--- config.mk ---
export PLATFORM = sky130hd
export DESIGN_NAME = brk_capture
export DESIGN_NICKNAME = d
export VERILOG_FILES = /design/src/rtl/brk_capture.sv
export SDC_FILE = /design/constraint.sdc
export NUM_CORES = 1
export LEC_CHECK = 0
export BUFFER_PORTS_ARGS = -buffer_cell sky130_fd_sc_hd__buf_2
export CAP_MARGIN = 5
export CELL_PAD_IN_SITES_DETAIL_PLACEMENT = 1
export CELL_PAD_IN_SITES_GLOBAL_PLACEMENT = 1
export CORE_MARGIN = 2
export CORE_UTILIZATION = 32
export CTS_BUF_LIST = sky130_fd_sc_hd__clkbuf_8
export DETAILED_ROUTE_END_ITERATION = 8
export HOLD_SLACK_MARGIN = 0.12
export PLACE_DENSITY_LB_ADDON = 0.1
export SYNTH_ARGS = -nofsm -noshare
export SYNTH_HDL_FRONTEND = slang
export SYNTH_SLANG_ARGS = --single-unit
--- constraint.sdc ---
create_clock -name clk -period 2.2 [get_ports clk]
set_clock_uncertainty 0.2 [all_clocks]
set_input_delay 0.11 -clock clk [delete_from_list [all_inputs] [get_ports clk]]
set_output_delay 0.11 -clock clk [all_outputs]
set_load 0.1 [all_outputs]
--- src/rtl/brk_capture.sv ---
module brk_capture #(
  parameter int AW       = 32,
  parameter int DATA_LAT = 1
) (
  input  logic          clk,
  input  logic          rst_n,
  input  logic          ret_valid,
  input  logic [AW-1:0] ret_addr,
  input  logic [AW-1:0] ret_next,
  input  logic          ret_dbranch,
  input  logic [AW-1:0] ret_target,
  input  logic          ret_slot,
  input  logic          brk_en,
  input  logic [AW-1:0] brk_addr,
  input  logic [AW-1:0] brk_mask,
  input  logic          data_hit,
  input  logic          ack,
  output logic          brk_req,
  output logic [AW-1:0] brk_pc
);
  localparam int CW = $clog2(DATA_LAT + 2);

  logic          armed;
  logic [CW-1:0] cnt;
  logic [AW-1:0] tgt_q;

  wire           addr_hit = ((ret_addr ^ brk_addr) & brk_mask) == '0;
  wire           busy     = brk_req | armed;
  wire           f_hit    = ret_valid & brk_en & addr_hit & ~busy & ~ack;
  wire           d_hit    = data_hit & ~busy & ~ack & ~f_hit;
  wire [AW-1:0]  succ     = ret_slot ? tgt_q : ret_next;
  wire           due      = armed & ret_valid & (cnt == '0);
  wire           take     = due & ~ret_dbranch;

  always_ff @(posedge clk) begin
    if (!rst_n) begin
      brk_req <= 1'b0;
      brk_pc  <= '0;
      armed   <= 1'b0;
      cnt     <= '0;
      tgt_q   <= '0;
    end else begin
      if (ret_valid && ret_dbranch) tgt_q <= ret_target;
      if (ack) begin
        brk_req <= 1'b0;
        armed   <= 1'b0;
        cnt     <= '0;
      end else if (f_hit && !ret_dbranch) begin
        brk_req <= 1'b1;
        brk_pc  <= succ;
      end else if (f_hit) begin
        armed <= 1'b1;
        cnt   <= '0;
      end else if (d_hit) begin
        armed <= 1'b1;
        cnt   <= CW'(DATA_LAT);
      end else if (take) begin
        armed   <= 1'b0;
        brk_req <= 1'b1;
        brk_pc  <= succ;
      end else if (armed && ret_valid && cnt != '0) begin
        cnt <= cnt - 1'b1;
      end
    end
  end
endmodule

==> metrics.txt, run 1 <==
# TYPE chip_impl_metric gauge
chip_impl_metric{name="maxCapViolCount",unit=""} 0
chip_impl_metric{name="number_of_h_tree_levels",unit=""} 3
chip_impl_metric{name="final_antenna_net_count",unit=""} 0
chip_impl_info{name="grt_setup_unrepaired",value="false"} 1
chip_impl_metric{name="setup-violations-final",unit=""} 0
chip_impl_metric{name="dpl.cell_count",unit=""} 727
chip_impl_metric{name="nNetsFinal",unit=""} 838
chip_impl_metric{name="wire_length_reported_by_the_detailed_router",unit="mm"} 11.4
chip_impl_metric{name="powerDensity",unit="nW/µm²"} 490
chip_impl_metric{name="floorplan.die_area",unit="µm²"} 11800
chip_impl_info{name="ctsRootBufferMaster",value="sky130_fd_sc_hd__clkbuf_8"} 1
chip_impl_info{name="tritoncts",value="built"} 1
chip_impl_metric{name="power_leakage",unit="nW"} 2.70
chip_impl_metric{name="fp-row-count",unit=""} 38
chip_impl_metric{name="fmaxAchievable",unit="MHz"} 514
chip_impl_metric{name="final_non_filler_cell_total",unit=""} 814
chip_impl_metric{name="worstPathArrival",unit="ns"} 1.97
chip_impl_metric{name="die_width",unit="µm"} 109
chip_impl_info{name="outcome",value="finished clean"} 1
chip_impl_metric{name="antennaDiodeCount",unit=""} 0
chip_impl_info{name="cp-start-kind",value="input port"} 1
chip_impl_metric{name="fin_area",unit="µm²"} 5580
chip_impl_metric{name="clkSlewWorstSetupHoldPaths",unit="ns"} 0.07
chip_impl_metric{name="synth_area",unit="µm²"} 3520
chip_impl_metric{name="postSynthAreaPerCell",unit="µm²"} 8.70
chip_impl_metric{name="top_level_ports",unit=""} 201
chip_impl_metric{name="clock_sink_total",unit=""} 68
chip_impl_metric{name="grt_max_degree",unit=""} 55
chip_impl_metric{name="timing.final.max_slew_violations",unit=""} 0
chip_impl_metric{name="clock_buffers_created_by_tritoncts",unit=""} 9
chip_impl_metric{name="synth.net_count",unit=""} 573
chip_impl_metric{name="finalSetupTns",unit="ns"} 0
chip_impl_metric{name="crit_path_max_fanout",unit=""} 16
chip_impl_info{name="synth.cells.most_frequent",value="sky130_fd_sc_hd__nand2_1 (101), sky130_fd_sc_hd__dfxtp_1 (68), sky130_fd_sc_hd__a21boi_0 (33), sky130_fd_sc_hd__nand2b_1 (33)"} 1
chip_impl_metric{name="grt_first_pass_wirelength",unit="mm"} 18.7
chip_impl_metric{name="drt_pre_antenna_iters",unit=""} 4
chip_impl_metric{name="drive_above_1_share",unit="%"} 34.0
chip_impl_metric{name="synth_async_reset_ratio",unit="%"} 0
chip_impl_metric{name="areaGrowthSynthToFinish",unit="%"} 58.7
chip_impl_metric{name="drt_first_iter_violations",unit=""} 152
chip_impl_metric{name="worstPathRequired",unit="ns"} 2.23
chip_impl_metric{name="global_route.usage.total",unit="%"} 20.0
chip_impl_info{name="hold_path_class",value="in -> reg"} 1
chip_impl_metric{name="port_buffers",unit=""} 200
chip_impl_metric{name="yosysSeqAreaShare",unit="%"} 38.7
chip_impl_metric{name="ir_worst_vdd",unit="V"} 0.000247
chip_impl_metric{name="yosys.area.top_type_share",unit="%"} 38.7
chip_impl_metric{name="synth.distinct_cells",unit=""} 31
chip_impl_metric{name="total_power",unit="mW"} 2.74
chip_impl_metric{name="synth_edf_count",unit=""} 0
chip_impl_metric{name="max_slew.worst_pin.slew",unit="ns"} 0.508
chip_impl_metric{name="number_of_global_route_vias_before_repair",unit=""} 4077
chip_impl_metric{name="placed_area",unit="µm²"} 4700
chip_impl_info{name="timing.setup.critical_path_class",value="in -> reg"} 1
chip_impl_metric{name="utilization",unit="%"} 51.7
chip_impl_metric{name="post_drt_wl_per_cell",unit="µm"} 14.0
chip_impl_metric{name="buffers_from_clock_root_to_sink_at_most",unit=""} 2
chip_impl_metric{name="drc",unit=""} 0
chip_impl_metric{name="finalHoldViolCount",unit=""} 0
chip_impl_metric{name="ys_seq_elements",unit=""} 68
chip_impl_metric{name="ctsResizeCount",unit=""} 0
chip_impl_metric{name="final.min_clock_period",unit="ns"} 1.95
chip_impl_info{name="critPathCaptureType",value="flip-flop"} 1
chip_impl_metric{name="timing.final.crit_share",unit="%"} 88.5
chip_impl_metric{name="clock_insertion_delay_worst_skew",unit="ns"} 0.34
chip_impl_metric{name="synthesis.instances",unit=""} 404
chip_impl_info{name="yosysMostFrequentCell",value="sky130_fd_sc_hd__nand2_1"} 1
chip_impl_metric{name="die_height",unit="µm"} 109
chip_impl_metric{name="hold-worst-slack",unit="ns"} 0.163
chip_impl_metric{name="total_gr_overflow",unit=""} 0
chip_impl_metric{name="timing.final.ws_setup",unit="ns"} 0.254
chip_impl_info{name="dominantRegCellSynth",value="sky130_fd_sc_hd__dfxtp_1"} 1
chip_impl_metric{name="grt_antenna_before_repair",unit=""} 0
chip_impl_metric{name="avg_vias_per_cell",unit=""} 4.67
chip_impl_metric{name="place.detailed.hpwl",unit="mm"} 8.17
chip_impl_metric{name="placeableCoreArea",unit="µm²"} 10800
chip_impl_metric{name="routabilityCongestion",unit=""} 0.773
chip_impl_info{name="synth.top_cells.by_area",value="sky130_fd_sc_hd__dfxtp_1 (39%), sky130_fd_sc_hd__nand2_1 (11%), sky130_fd_sc_hd__mux2i_1 (9.1%)"} 1
chip_impl_info{name="post-synth-top-area-cell",value="sky130_fd_sc_hd__dfxtp_1"} 1
chip_impl_metric{name="synthesis.yosys.warnings",unit=""} 0
chip_impl_metric{name="num_vias",unit=""} 3802
chip_impl_metric{name="timing.slew.headroom",unit="%"} 66.1
chip_impl_metric{name="initial_standard_cell_utilization_of_the_core",unit="%"} 32.6
chip_impl_metric{name="place_worst_setup_slack",unit="ns"} 0.203
## report_power, final
part	internal [mW]	leakage, nW	total (mW)	switching [mW]
Sequential	1.26	0.552	1.27	0.0126
Clock	0.427	0.0907	0.911	0.484
Combinational	0.308	2.06	0.551	0.242
Total	2.00	2.70	2.74	0.739
## layer usage
metal	up-vias	wire length, µm	track usage [%]
li1	1916	-	-
met1	1756	4760	22.0
met2	109	5890	37.6
met3	21	508	4.12
met4	0	244	7.42
met5	-	0	0
## kinds of logic after synthesis
logic type / synth area share [%]
and+or+nand+nor: 19.6
AOI/OAI and AO/OA: 20.3
DFF: 38.7
xor gates and xnor gates: 7.97
muxes: 9.11
buffers and inverters: 3.95
adders and majority gates: 0.356
## sequential cells by signal, summed over array words and instances, names as in the netlist
| name | count |
|---|---|
| armed | 1 |
| brk_pc | 32 |
| brk_req | 1 |
| cnt | 2 |
| tgt_q | 32 |
## area by class of cell
cell class / count / area, µm²
multi-input cells: 305 / 2020
inverters: 3 / 11.3
well taps: 140 / 175
clock buffers: 10 / 138
repair buffers: 282 / 1840
fillers: 1311 / 5210
flip-flops and latches: 68 / 1360
clock inverters: 6 / 32.5
## cell usage in the layout, fill, tap and decap left out, types with 14 or more instances in the layout
cell	n
sky130_fd_sc_hd__a21boi_0	33
sky130_fd_sc_hd__a22oi_1	14
sky130_fd_sc_hd__buf_2	200
sky130_fd_sc_hd__dfxtp_1	67
sky130_fd_sc_hd__dlygate4sd3_1	71
sky130_fd_sc_hd__mux2i_1	32
sky130_fd_sc_hd__nand2_1	101
sky130_fd_sc_hd__nand2b_1	33
sky130_fd_sc_hd__o211ai_1	32
sky130_fd_sc_hd__xor2_1	32
## worst paths after layout
kind         slack, ns  depth (start not counted)                    from                       to
min reg2reg       0.26                          2  tgt_q[26]$_SDFFE_PN0P_   tgt_q[26]$_SDFFE_PN0P_
max               0.25                          8                     ack  brk_pc[22]$_SDFFE_PN0P_
max reg2reg       0.33                          6      armed$_SDFFE_PP0P_  brk_pc[22]$_SDFFE_PN0P_
min               0.16                          3                ret_slot  brk_pc[24]$_SDFFE_PN0P_
## critical path: stages
cell	delay, ns
sky130_fd_sc_hd__dlygate4sd3_1	0.55
sky130_fd_sc_hd__buf_2	0.15
sky130_fd_sc_hd__nor3_1	0.20
sky130_fd_sc_hd__nand3_1	0.16
sky130_fd_sc_hd__a2111oi_4	0.30
sky130_fd_sc_hd__a31oi_4	0.17
sky130_fd_sc_hd__buf_12	0.19
sky130_fd_sc_hd__mux2i_1	0.13
## repair_timing
action	4_1_cts	5_1_grt
setup buffers	0	0
hold endpoints to repair	68	0
endpoints found under the setup margin	0	0
hold buffers	71	0
(Power assumes the default switching activity.)
==> run 2: changes to the inputs <==
--- a/config.mk
+++ b/config.mk
@@ -5,11 +5,13 @@
 export SDC_FILE = /design/constraint.sdc
 export NUM_CORES = 1
 export LEC_CHECK = 0
+export ABC_CLOCK_PERIOD_IN_PS = 2200
 export BUFFER_PORTS_ARGS = -buffer_cell sky130_fd_sc_hd__buf_2
 export CAP_MARGIN = 5
 export CELL_PAD_IN_SITES_DETAIL_PLACEMENT = 1
 export CELL_PAD_IN_SITES_GLOBAL_PLACEMENT = 1
-export CORE_MARGIN = 2
+export CORE_ASPECT_RATIO = 0.5
+export CORE_MARGIN = 5
 export CORE_UTILIZATION = 32
 export CTS_BUF_LIST = sky130_fd_sc_hd__clkbuf_8
 export DETAILED_ROUTE_END_ITERATION = 8
==> metrics.txt, run 2 (synthesis results as in run 1) <==
# TYPE chip_impl_metric gauge
chip_impl_info{name="outcome",value="finished clean"} 1
chip_impl_metric{name="ir_worst_vdd",unit="V"} 0.000259
chip_impl_metric{name="grt_antenna_before_repair",unit=""} 2
chip_impl_metric{name="total_gr_overflow",unit=""} 0
chip_impl_metric{name="worst-r2r-cell-count",unit=""} 6
chip_impl_info{name="critPathCaptureType",value="flip-flop"} 1
chip_impl_metric{name="num_vias",unit=""} 3784
chip_impl_info{name="worst_r2r_startpoint",value="armed$_SDFFE_PP0P_"} 1
chip_impl_metric{name="dpl.cell_count",unit=""} 729
chip_impl_metric{name="routabilityCongestion",unit=""} 0.832
chip_impl_metric{name="fp-row-count",unit=""} 27
chip_impl_metric{name="max_slew.worst_pin.slew",unit="ns"} 0.505
chip_impl_metric{name="number_of_global_route_vias_before_repair",unit=""} 4236
chip_impl_metric{name="areaGrowthSynthToFinish",unit="%"} 60.3
chip_impl_metric{name="fin_area",unit="µm²"} 5640
chip_impl_metric{name="worstPathRequired",unit="ns"} 2.23
chip_impl_metric{name="timing.final.crit_share",unit="%"} 87.6
chip_impl_info{name="crit_end",value="brk_pc[21]$_SDFFE_PN0P_"} 1
chip_impl_metric{name="global_route.usage.total",unit="%"} 18.6
chip_impl_metric{name="timing.slew.headroom",unit="%"} 66.6
chip_impl_metric{name="timing.final.max_slew_violations",unit=""} 0
chip_impl_metric{name="placed_area",unit="µm²"} 4660
chip_impl_metric{name="placeableCoreArea",unit="µm²"} 10900
chip_impl_metric{name="top_level_ports",unit=""} 201
chip_impl_metric{name="powerDensity",unit="nW/µm²"} 565
chip_impl_info{name="ctsRootBufferMaster",value="sky130_fd_sc_hd__clkbuf_8"} 1
chip_impl_metric{name="power.combinational.fraction",unit="%"} 17.0
chip_impl_metric{name="die_height",unit="µm"} 84.1
chip_impl_metric{name="crit_path_max_fanout",unit=""} 32
chip_impl_metric{name="avg_vias_per_cell",unit=""} 4.63
chip_impl_metric{name="clkSlewWorstSetupHoldPaths",unit="ns"} 0.07
chip_impl_metric{name="worst-path-stages",unit=""} 8
chip_impl_info{name="layout.cells.most_common",value="sky130_fd_sc_hd__buf_2"} 1
chip_impl_metric{name="total_power",unit="mW"} 3.18
chip_impl_metric{name="pwr-share-seq",unit="%"} 40.0
chip_impl_metric{name="final.min_clock_period",unit="ns"} 1.93
chip_impl_metric{name="grt_max_degree",unit=""} 97
chip_impl_metric{name="buffers_from_clock_root_to_sink_at_most",unit=""} 2
chip_impl_metric{name="wire_length_reported_by_the_detailed_router",unit="mm"} 12.3
chip_impl_info{name="tritoncts",value="built"} 1
chip_impl_metric{name="number_of_h_tree_levels",unit=""} 3
chip_impl_metric{name="place.detailed.hpwl",unit="mm"} 8.62
chip_impl_metric{name="port_buffers",unit=""} 200
chip_impl_metric{name="finalHoldViolCount",unit=""} 0
chip_impl_metric{name="drc",unit=""} 0
chip_impl_info{name="hold_start",value="ret_slot"} 1
chip_impl_metric{name="hold-worst-slack",unit="ns"} 0.149
chip_impl_info{name="critPathTopFamily",value="buffers and inverters"} 1
chip_impl_metric{name="clock_insertion_delay_worst_skew",unit="ns"} 0.34
chip_impl_metric{name="clock_buffers_created_by_tritoncts",unit=""} 9
chip_impl_metric{name="drive_above_1_share",unit="%"} 33.7
chip_impl_metric{name="finalSetupTns",unit="ns"} 0
chip_impl_metric{name="maxCapViolCount",unit=""} 0
chip_impl_metric{name="power.switching",unit="mW"} 0.728
chip_impl_info{name="crit_start",value="ack"} 1
chip_impl_metric{name="final_non_filler_cell_total",unit=""} 817
chip_impl_metric{name="clockPowerShare",unit="%"} 42.9
chip_impl_metric{name="final_antenna_net_count",unit=""} 0
chip_impl_info{name="grt_setup_unrepaired",value="false"} 1
chip_impl_info{name="crit-reg2reg-capture",value="brk_pc[21]$_SDFFE_PN0P_"} 1
chip_impl_info{name="timing.setup.critical_path_class",value="in -> reg"} 1
chip_impl_metric{name="drt_first_iter_violations",unit=""} 103
chip_impl_metric{name="setup-violations-final",unit=""} 0
chip_impl_metric{name="floorplan.die_area",unit="µm²"} 13300
chip_impl_info{name="cp-start-kind",value="input port"} 1
chip_impl_info{name="crit_path_top_delay_cell",value="sky130_fd_sc_hd__dlygate4sd3_1"} 1
chip_impl_metric{name="drt_pre_antenna_iters",unit=""} 4
chip_impl_info{name="layout.cells.most_common_list",value="sky130_fd_sc_hd__buf_2 (200), sky130_fd_sc_hd__nand2_1 (101), sky130_fd_sc_hd__dlygate4sd3_1 (71)"} 1
chip_impl_metric{name="nNetsFinal",unit=""} 835
chip_impl_metric{name="clock_sink_total",unit=""} 68
chip_impl_metric{name="post_drt_wl_per_cell",unit="µm"} 15.1
chip_impl_metric{name="power_leakage",unit="nW"} 2.72
chip_impl_metric{name="worstPathArrival",unit="ns"} 1.96
chip_impl_metric{name="p_sw_share",unit="%"} 22.9
chip_impl_metric{name="crit_buf_inv",unit=""} 3
chip_impl_metric{name="grt_first_pass_wirelength",unit="mm"} 19.8
chip_impl_metric{name="p_int",unit="mW"} 2.46
chip_impl_metric{name="reg2reg_setup_slack",unit="ns"} 0.34
chip_impl_info{name="layout_top_registers",value="brk_pc (32), tgt_q (32), cnt (2)"} 1
chip_impl_metric{name="total_setup_buffers_inserted_after_cts",unit=""} 0
chip_impl_metric{name="initial_standard_cell_utilization_of_the_core",unit="%"} 32.3
chip_impl_metric{name="fmaxAchievable",unit="MHz"} 519
chip_impl_metric{name="die_width",unit="µm"} 158
chip_impl_metric{name="timing.critical_path.slowest_cell_delay",unit="ns"} 0.53
chip_impl_info{name="hold_path_class",value="in -> reg"} 1
chip_impl_info{name="crit_chain",value="dlygate4sd3_1, buf_2, nor3_1, nand3_1, a2111oi_4, a31oi_4, buf_12, mux2i_1"} 1
[run 2: cell count changes in the layout (fill, tap and decap cells not counted)]
cell                         change
sky130_fd_sc_hd__bufinv_16       +4
sky130_fd_sc_hd__buf_12          -2
sky130_fd_sc_hd__clkinv_2        -2
sky130_fd_sc_hd__clkinvlp_4      -2
sky130_fd_sc_hd__buf_4           -1
sky130_fd_sc_hd__diode_2         +1
[run 2: worst min-delay path by stage]
stage | end | depth (start not counted)
floorplan | tgt_q[0]$_SDFFE_PN0P_ | 2
global placement | tgt_q[13]$_SDFFE_PN0P_ | 3
detailed placement | tgt_q[20]$_SDFFE_PN0P_ | 3
CTS | brk_pc[26]$_SDFFE_PN0P_ | 3
global route | brk_pc[22]$_SDFFE_PN0P_ | 3
finish | brk_pc[26]$_SDFFE_PN0P_ | 3
[run 2: area by class of cell]
class,count,area [µm²]
Fill cell,1341,5240
Multi-Input combinational cell,305,2020
Timing Repair Buffer,279,1800
Sequential cell,68,1360
Tap cell,145,181
Clock buffer,10,138
Clock inverter,6,128
Inverter,3,11.3
Antenna cell,1,2.50
[run 2: through the flow]
stage               util (%)  setup slack [ns]
CTS                     51.8             0.275
floorplan                  -             0.121
detailed placement      42.8             0.205
finish                  51.8             0.272
global placement        42.8             0.250
global route            51.8             0.113
[run 2: timing repair]
item                      CTS  global route
hold endpoints to repair   68             0
hold buffers               71             0
resized for setup           0             0
[run 2: layer usage]
layer | vias to the layer above | part of all wire [%] | global-route usage (%)
li1 | 1911 | - | -
met1 | 1755 | 38 | 19.1
met2 | 102 | 52 | 35.0
met3 | 14 | 8.8 | 7.66
met4 | 2 | 1.1 | 4.72
met5 | - | 0.16 | 0
[run 2: power by group through the flow]
stage	clock (mW)	sequential (mW)	combinational, mW
2_1_floorplan	0	1.32	0.215
3_3_place_gp	0	1.30	0.442
3_5_place_dp	0	1.30	0.448
4_1_cts	1.40	1.27	0.546
5_1_grt	1.45	1.28	0.602
6_report	1.37	1.27	0.542
[run 2: worst min-delay path: cells and delay by family]
family                 cells  cell delay (ns)
buffers and inverters      1             0.25
AO/OA/AOI/OAI              1             0.22
multiplexers               1             0.06
==> run 3: changes to the inputs <==
--- a/config.mk
+++ b/config.mk
@@ -5,14 +5,14 @@
 export SDC_FILE = /design/constraint.sdc
 export NUM_CORES = 1
 export LEC_CHECK = 0
-export ABC_CLOCK_PERIOD_IN_PS = 2200
+export ABC_CLOCK_PERIOD_IN_PS = 2400
 export BUFFER_PORTS_ARGS = -buffer_cell sky130_fd_sc_hd__buf_2
 export CAP_MARGIN = 5
 export CELL_PAD_IN_SITES_DETAIL_PLACEMENT = 1
 export CELL_PAD_IN_SITES_GLOBAL_PLACEMENT = 1
 export CORE_ASPECT_RATIO = 0.5
 export CORE_MARGIN = 5
-export CORE_UTILIZATION = 32
+export CORE_UTILIZATION = 34
 export CTS_BUF_LIST = sky130_fd_sc_hd__clkbuf_8
 export DETAILED_ROUTE_END_ITERATION = 8
 export HOLD_SLACK_MARGIN = 0.12
==> constraint.sdc (replaced) <==
create_clock -name clk -period 2.4 [get_ports clk]
set_clock_uncertainty 0.2 [all_clocks]
set_input_delay 0.12 -clock clk [delete_from_list [all_inputs] [get_ports clk]]
set_output_delay 0.12 -clock clk [all_outputs]
set_load 0.1 [all_outputs]
==> metrics.txt, run 3 (synthesis results as in run 1) <==
# TYPE chip_impl_metric gauge
chip_impl_metric{name="drive_above_1_share",unit="%"} 34.0
chip_impl_metric{name="drt_pre_antenna_iters",unit=""} 4
chip_impl_metric{name="initial_standard_cell_utilization_of_the_core",unit="%"} 34.6
chip_impl_metric{name="fmaxAchievable",unit="MHz"} 432
chip_impl_metric{name="final.min_clock_period",unit="ns"} 2.31
chip_impl_metric{name="nNetsFinal",unit=""} 843
chip_impl_metric{name="p_int",unit="mW"} 1.98
chip_impl_info{name="crit_chain",value="dlygate4sd3_1, buf_2, nor3_4, nand3_2, a2111oi_4, buf_4, nand3b_1, o2bb2ai_1, dlygate4sd3_1"} 1
chip_impl_metric{name="grt_first_pass_wirelength",unit="mm"} 20.0
chip_impl_metric{name="worstPathArrival",unit="ns"} 2.40
chip_impl_metric{name="crit_buf_inv",unit=""} 4
chip_impl_info{name="hold_path_class",value="in -> reg"} 1
chip_impl_metric{name="port_buffers",unit=""} 200
chip_impl_metric{name="worst-r2r-cell-count",unit=""} 7
chip_impl_metric{name="placed_area",unit="µm²"} 4640
chip_impl_info{name="cp-start-kind",value="input port"} 1
chip_impl_info{name="critPathCaptureType",value="flip-flop"} 1
chip_impl_metric{name="number_of_h_tree_levels",unit=""} 3
chip_impl_metric{name="clock_sink_total",unit=""} 68
chip_impl_info{name="critPathTopFamily",value="buffers and inverters"} 1
chip_impl_metric{name="total_gr_overflow",unit=""} 0
chip_impl_metric{name="finalHoldViolCount",unit=""} 0
chip_impl_metric{name="utilization",unit="%"} 55.8
chip_impl_metric{name="avg_vias_per_cell",unit=""} 4.60
chip_impl_info{name="worst_r2r_startpoint",value="cnt[0]$_SDFFE_PP0P_"} 1
chip_impl_metric{name="grt_max_degree",unit=""} 92
chip_impl_info{name="crit_path_top_delay_cell",value="sky130_fd_sc_hd__dlygate4sd3_1"} 1
chip_impl_metric{name="maxCapViolCount",unit=""} 0
chip_impl_metric{name="areaGrowthSynthToFinish",unit="%"} 61.2
chip_impl_metric{name="p_sw_share",unit="%"} 25.7
chip_impl_metric{name="clock_buffers_created_by_tritoncts",unit=""} 9
chip_impl_metric{name="grt_antenna_before_repair",unit=""} 0
chip_impl_metric{name="max_slew.worst_pin.slew",unit="ns"} 0.619
chip_impl_metric{name="routabilityCongestion",unit=""} 0.867
chip_impl_metric{name="crit_path_max_fanout",unit=""} 5
chip_impl_metric{name="place.detailed.hpwl",unit="mm"} 8.46
chip_impl_metric{name="final_non_filler_cell_total",unit=""} 819
chip_impl_metric{name="total_power",unit="mW"} 2.66
chip_impl_info{name="crit_path_frequent_cell",value="sky130_fd_sc_hd__dlygate4sd3_1"} 1
chip_impl_metric{name="powerDensity",unit="nW/µm²"} 469
chip_impl_metric{name="timing.final.max_slew_violations",unit=""} 0
chip_impl_info{name="tritoncts",value="built"} 1
chip_impl_info{name="ctsRootBufferMaster",value="sky130_fd_sc_hd__clkbuf_8"} 1
chip_impl_metric{name="antennaDiodeCount",unit=""} 0
chip_impl_info{name="layout_top_registers",value="brk_pc (32), tgt_q (32), cnt (2)"} 1
chip_impl_metric{name="power.combinational.fraction",unit="%"} 19.0
chip_impl_info{name="grt_setup_unrepaired",value="true"} 1
chip_impl_metric{name="finalSetupTns",unit="ns"} 0
chip_impl_metric{name="floorplan.die_area",unit="µm²"} 12600
chip_impl_info{name="outcome",value="finished clean"} 1
chip_impl_metric{name="die_height",unit="µm"} 81.9
chip_impl_info{name="timing.setup.critical_path_class",value="in -> reg"} 1
chip_impl_info{name="hold_start",value="brk_mask[26]"} 1
chip_impl_metric{name="final_antenna_net_count",unit=""} 0
chip_impl_metric{name="worst-path-stages",unit=""} 9
chip_impl_metric{name="drc",unit=""} 0
chip_impl_metric{name="buffers_from_clock_root_to_sink_at_most",unit=""} 2
chip_impl_metric{name="clockPowerShare",unit="%"} 37.1
chip_impl_info{name="crit_start",value="ack"} 1
chip_impl_metric{name="fp-row-count",unit=""} 26
chip_impl_metric{name="ir_worst_vdd",unit="V"} 0.000243
chip_impl_metric{name="die_width",unit="µm"} 154
chip_impl_metric{name="num_vias",unit=""} 3765
chip_impl_metric{name="pwr-share-seq",unit="%"} 44.0
chip_impl_metric{name="wire_length_reported_by_the_detailed_router",unit="mm"} 12.3
chip_impl_metric{name="power.switching",unit="mW"} 0.685
chip_impl_metric{name="global_route.usage.total",unit="%"} 19.7
chip_impl_metric{name="drt_first_iter_violations",unit=""} 159
chip_impl_metric{name="top_level_ports",unit=""} 201
chip_impl_metric{name="post_drt_wl_per_cell",unit="µm"} 15.1
chip_impl_metric{name="placeableCoreArea",unit="µm²"} 10100
chip_impl_metric{name="dpl.cell_count",unit=""} 723
chip_impl_info{name="layout.cells.most_common_list",value="sky130_fd_sc_hd__buf_2 (200), sky130_fd_sc_hd__nand2_1 (101), sky130_fd_sc_hd__dlygate4sd3_1 (78)"} 1
chip_impl_metric{name="worstPathRequired",unit="ns"} 2.48
chip_impl_metric{name="number_of_global_route_vias_before_repair",unit=""} 4132
chip_impl_metric{name="power_leakage",unit="nW"} 2.73
chip_impl_metric{name="reg2reg_setup_slack",unit="ns"} 0.14
chip_impl_metric{name="fin_area",unit="µm²"} 5670
chip_impl_metric{name="clock_insertion_delay_worst_skew",unit="ns"} 0.34
chip_impl_metric{name="timing.slew.headroom",unit="%"} 58.7
chip_impl_metric{name="clkSlewWorstSetupHoldPaths",unit="ns"} 0.07
chip_impl_metric{name="setup-violations-final",unit=""} 0
chip_impl_metric{name="timing.final.crit_share",unit="%"} 96.4
chip_impl_info{name="layout.cells.most_common",value="sky130_fd_sc_hd__buf_2"} 1
chip_impl_metric{name="min_path_cells",unit=""} 5
chip_impl_metric{name="timing.critical_path.slowest_cell_delay",unit="ns"} 0.55
run 3: changes by cell type in the layout (fill, tap and decap cells not counted), moves of 2 or more:
cell,change
sky130_fd_sc_hd__bufinv_16,-3
sky130_fd_sc_hd__clkinvlp_4,+4
sky130_fd_sc_hd__dlygate4sd3_1,+7
sky130_fd_sc_hd__inv_1,-2
run 3: cell type report:
type | instances | area [µm²]
multi-input cells | 305 | 2030
inverters | 3 | 11.3
repair buffers | 287 | 1870
well taps | 140 | 175
clock inverters | 5 | 60.1
clock buffers | 11 | 151
fillers | 1245 | 4480
flip-flops and latches | 68 | 1360
run 3: final timing paths:
check,end
worst max-delay path,cnt[1]$_SDFFE_PP0P_
worst min-delay path,brk_req$_SDFFE_PP0P_
worst max register to register,cnt[1]$_SDFFE_PP0P_
worst min register to register,brk_pc[27]$_SDFFE_PN0P_
run 3: layer usage:
layer / share of wire, % / up-vias / track usage (%)
li1: - / 1924 / -
met1: 40 / 1718 / 21.1
met2: 51 / 111 / 37.2
met3: 8.1 / 12 / 8.00
met4: 1.0 / 0 / 4.49
met5: 0 / - / 0
run 3: worst min-delay path: stages:
cell	delay, ns
sky130_fd_sc_hd__buf_2	0.10
sky130_fd_sc_hd__a2111oi_4	0.06
sky130_fd_sc_hd__buf_4	0.14
sky130_fd_sc_hd__nand3b_1	0.11
sky130_fd_sc_hd__a31oi_1	0.09
run 3: power groups by stage:
| stage | clock (mW) | sequential (mW) | combinational [mW] |
|---|---|---|---|
| final | 0.986 | 1.17 | 0.505 |
| after global routing | 1.06 | 1.17 | 0.562 |
| after CTS | 1.02 | 1.17 | 0.505 |
| after detailed placement | 0 | 1.19 | 0.408 |
| after global placement | 0 | 1.19 | 0.403 |
| after floorplan | 0 | 1.21 | 0.197 |
run 3: timing repair:
| action | CTS | global route |
|---|---|---|
| resized for setup | 0 | 5 |
| hold buffers | 78 | 0 |
| endpoints found under the hold margin | 68 | 0 |
| setup buffers | 0 | 2 |
| endpoints found under the setup margin | 0 | 2 |
run 3: metrics by stage:
step           hold WS, ns  setup slack [ns]
3_5_place_dp         0.184             0.409
2_1_floorplan       0.0649            0.0829
5_1_grt              0.137           -0.0413
4_1_cts              0.145            0.0188
3_3_place_gp         0.175             0.454
6_report             0.137            0.0854
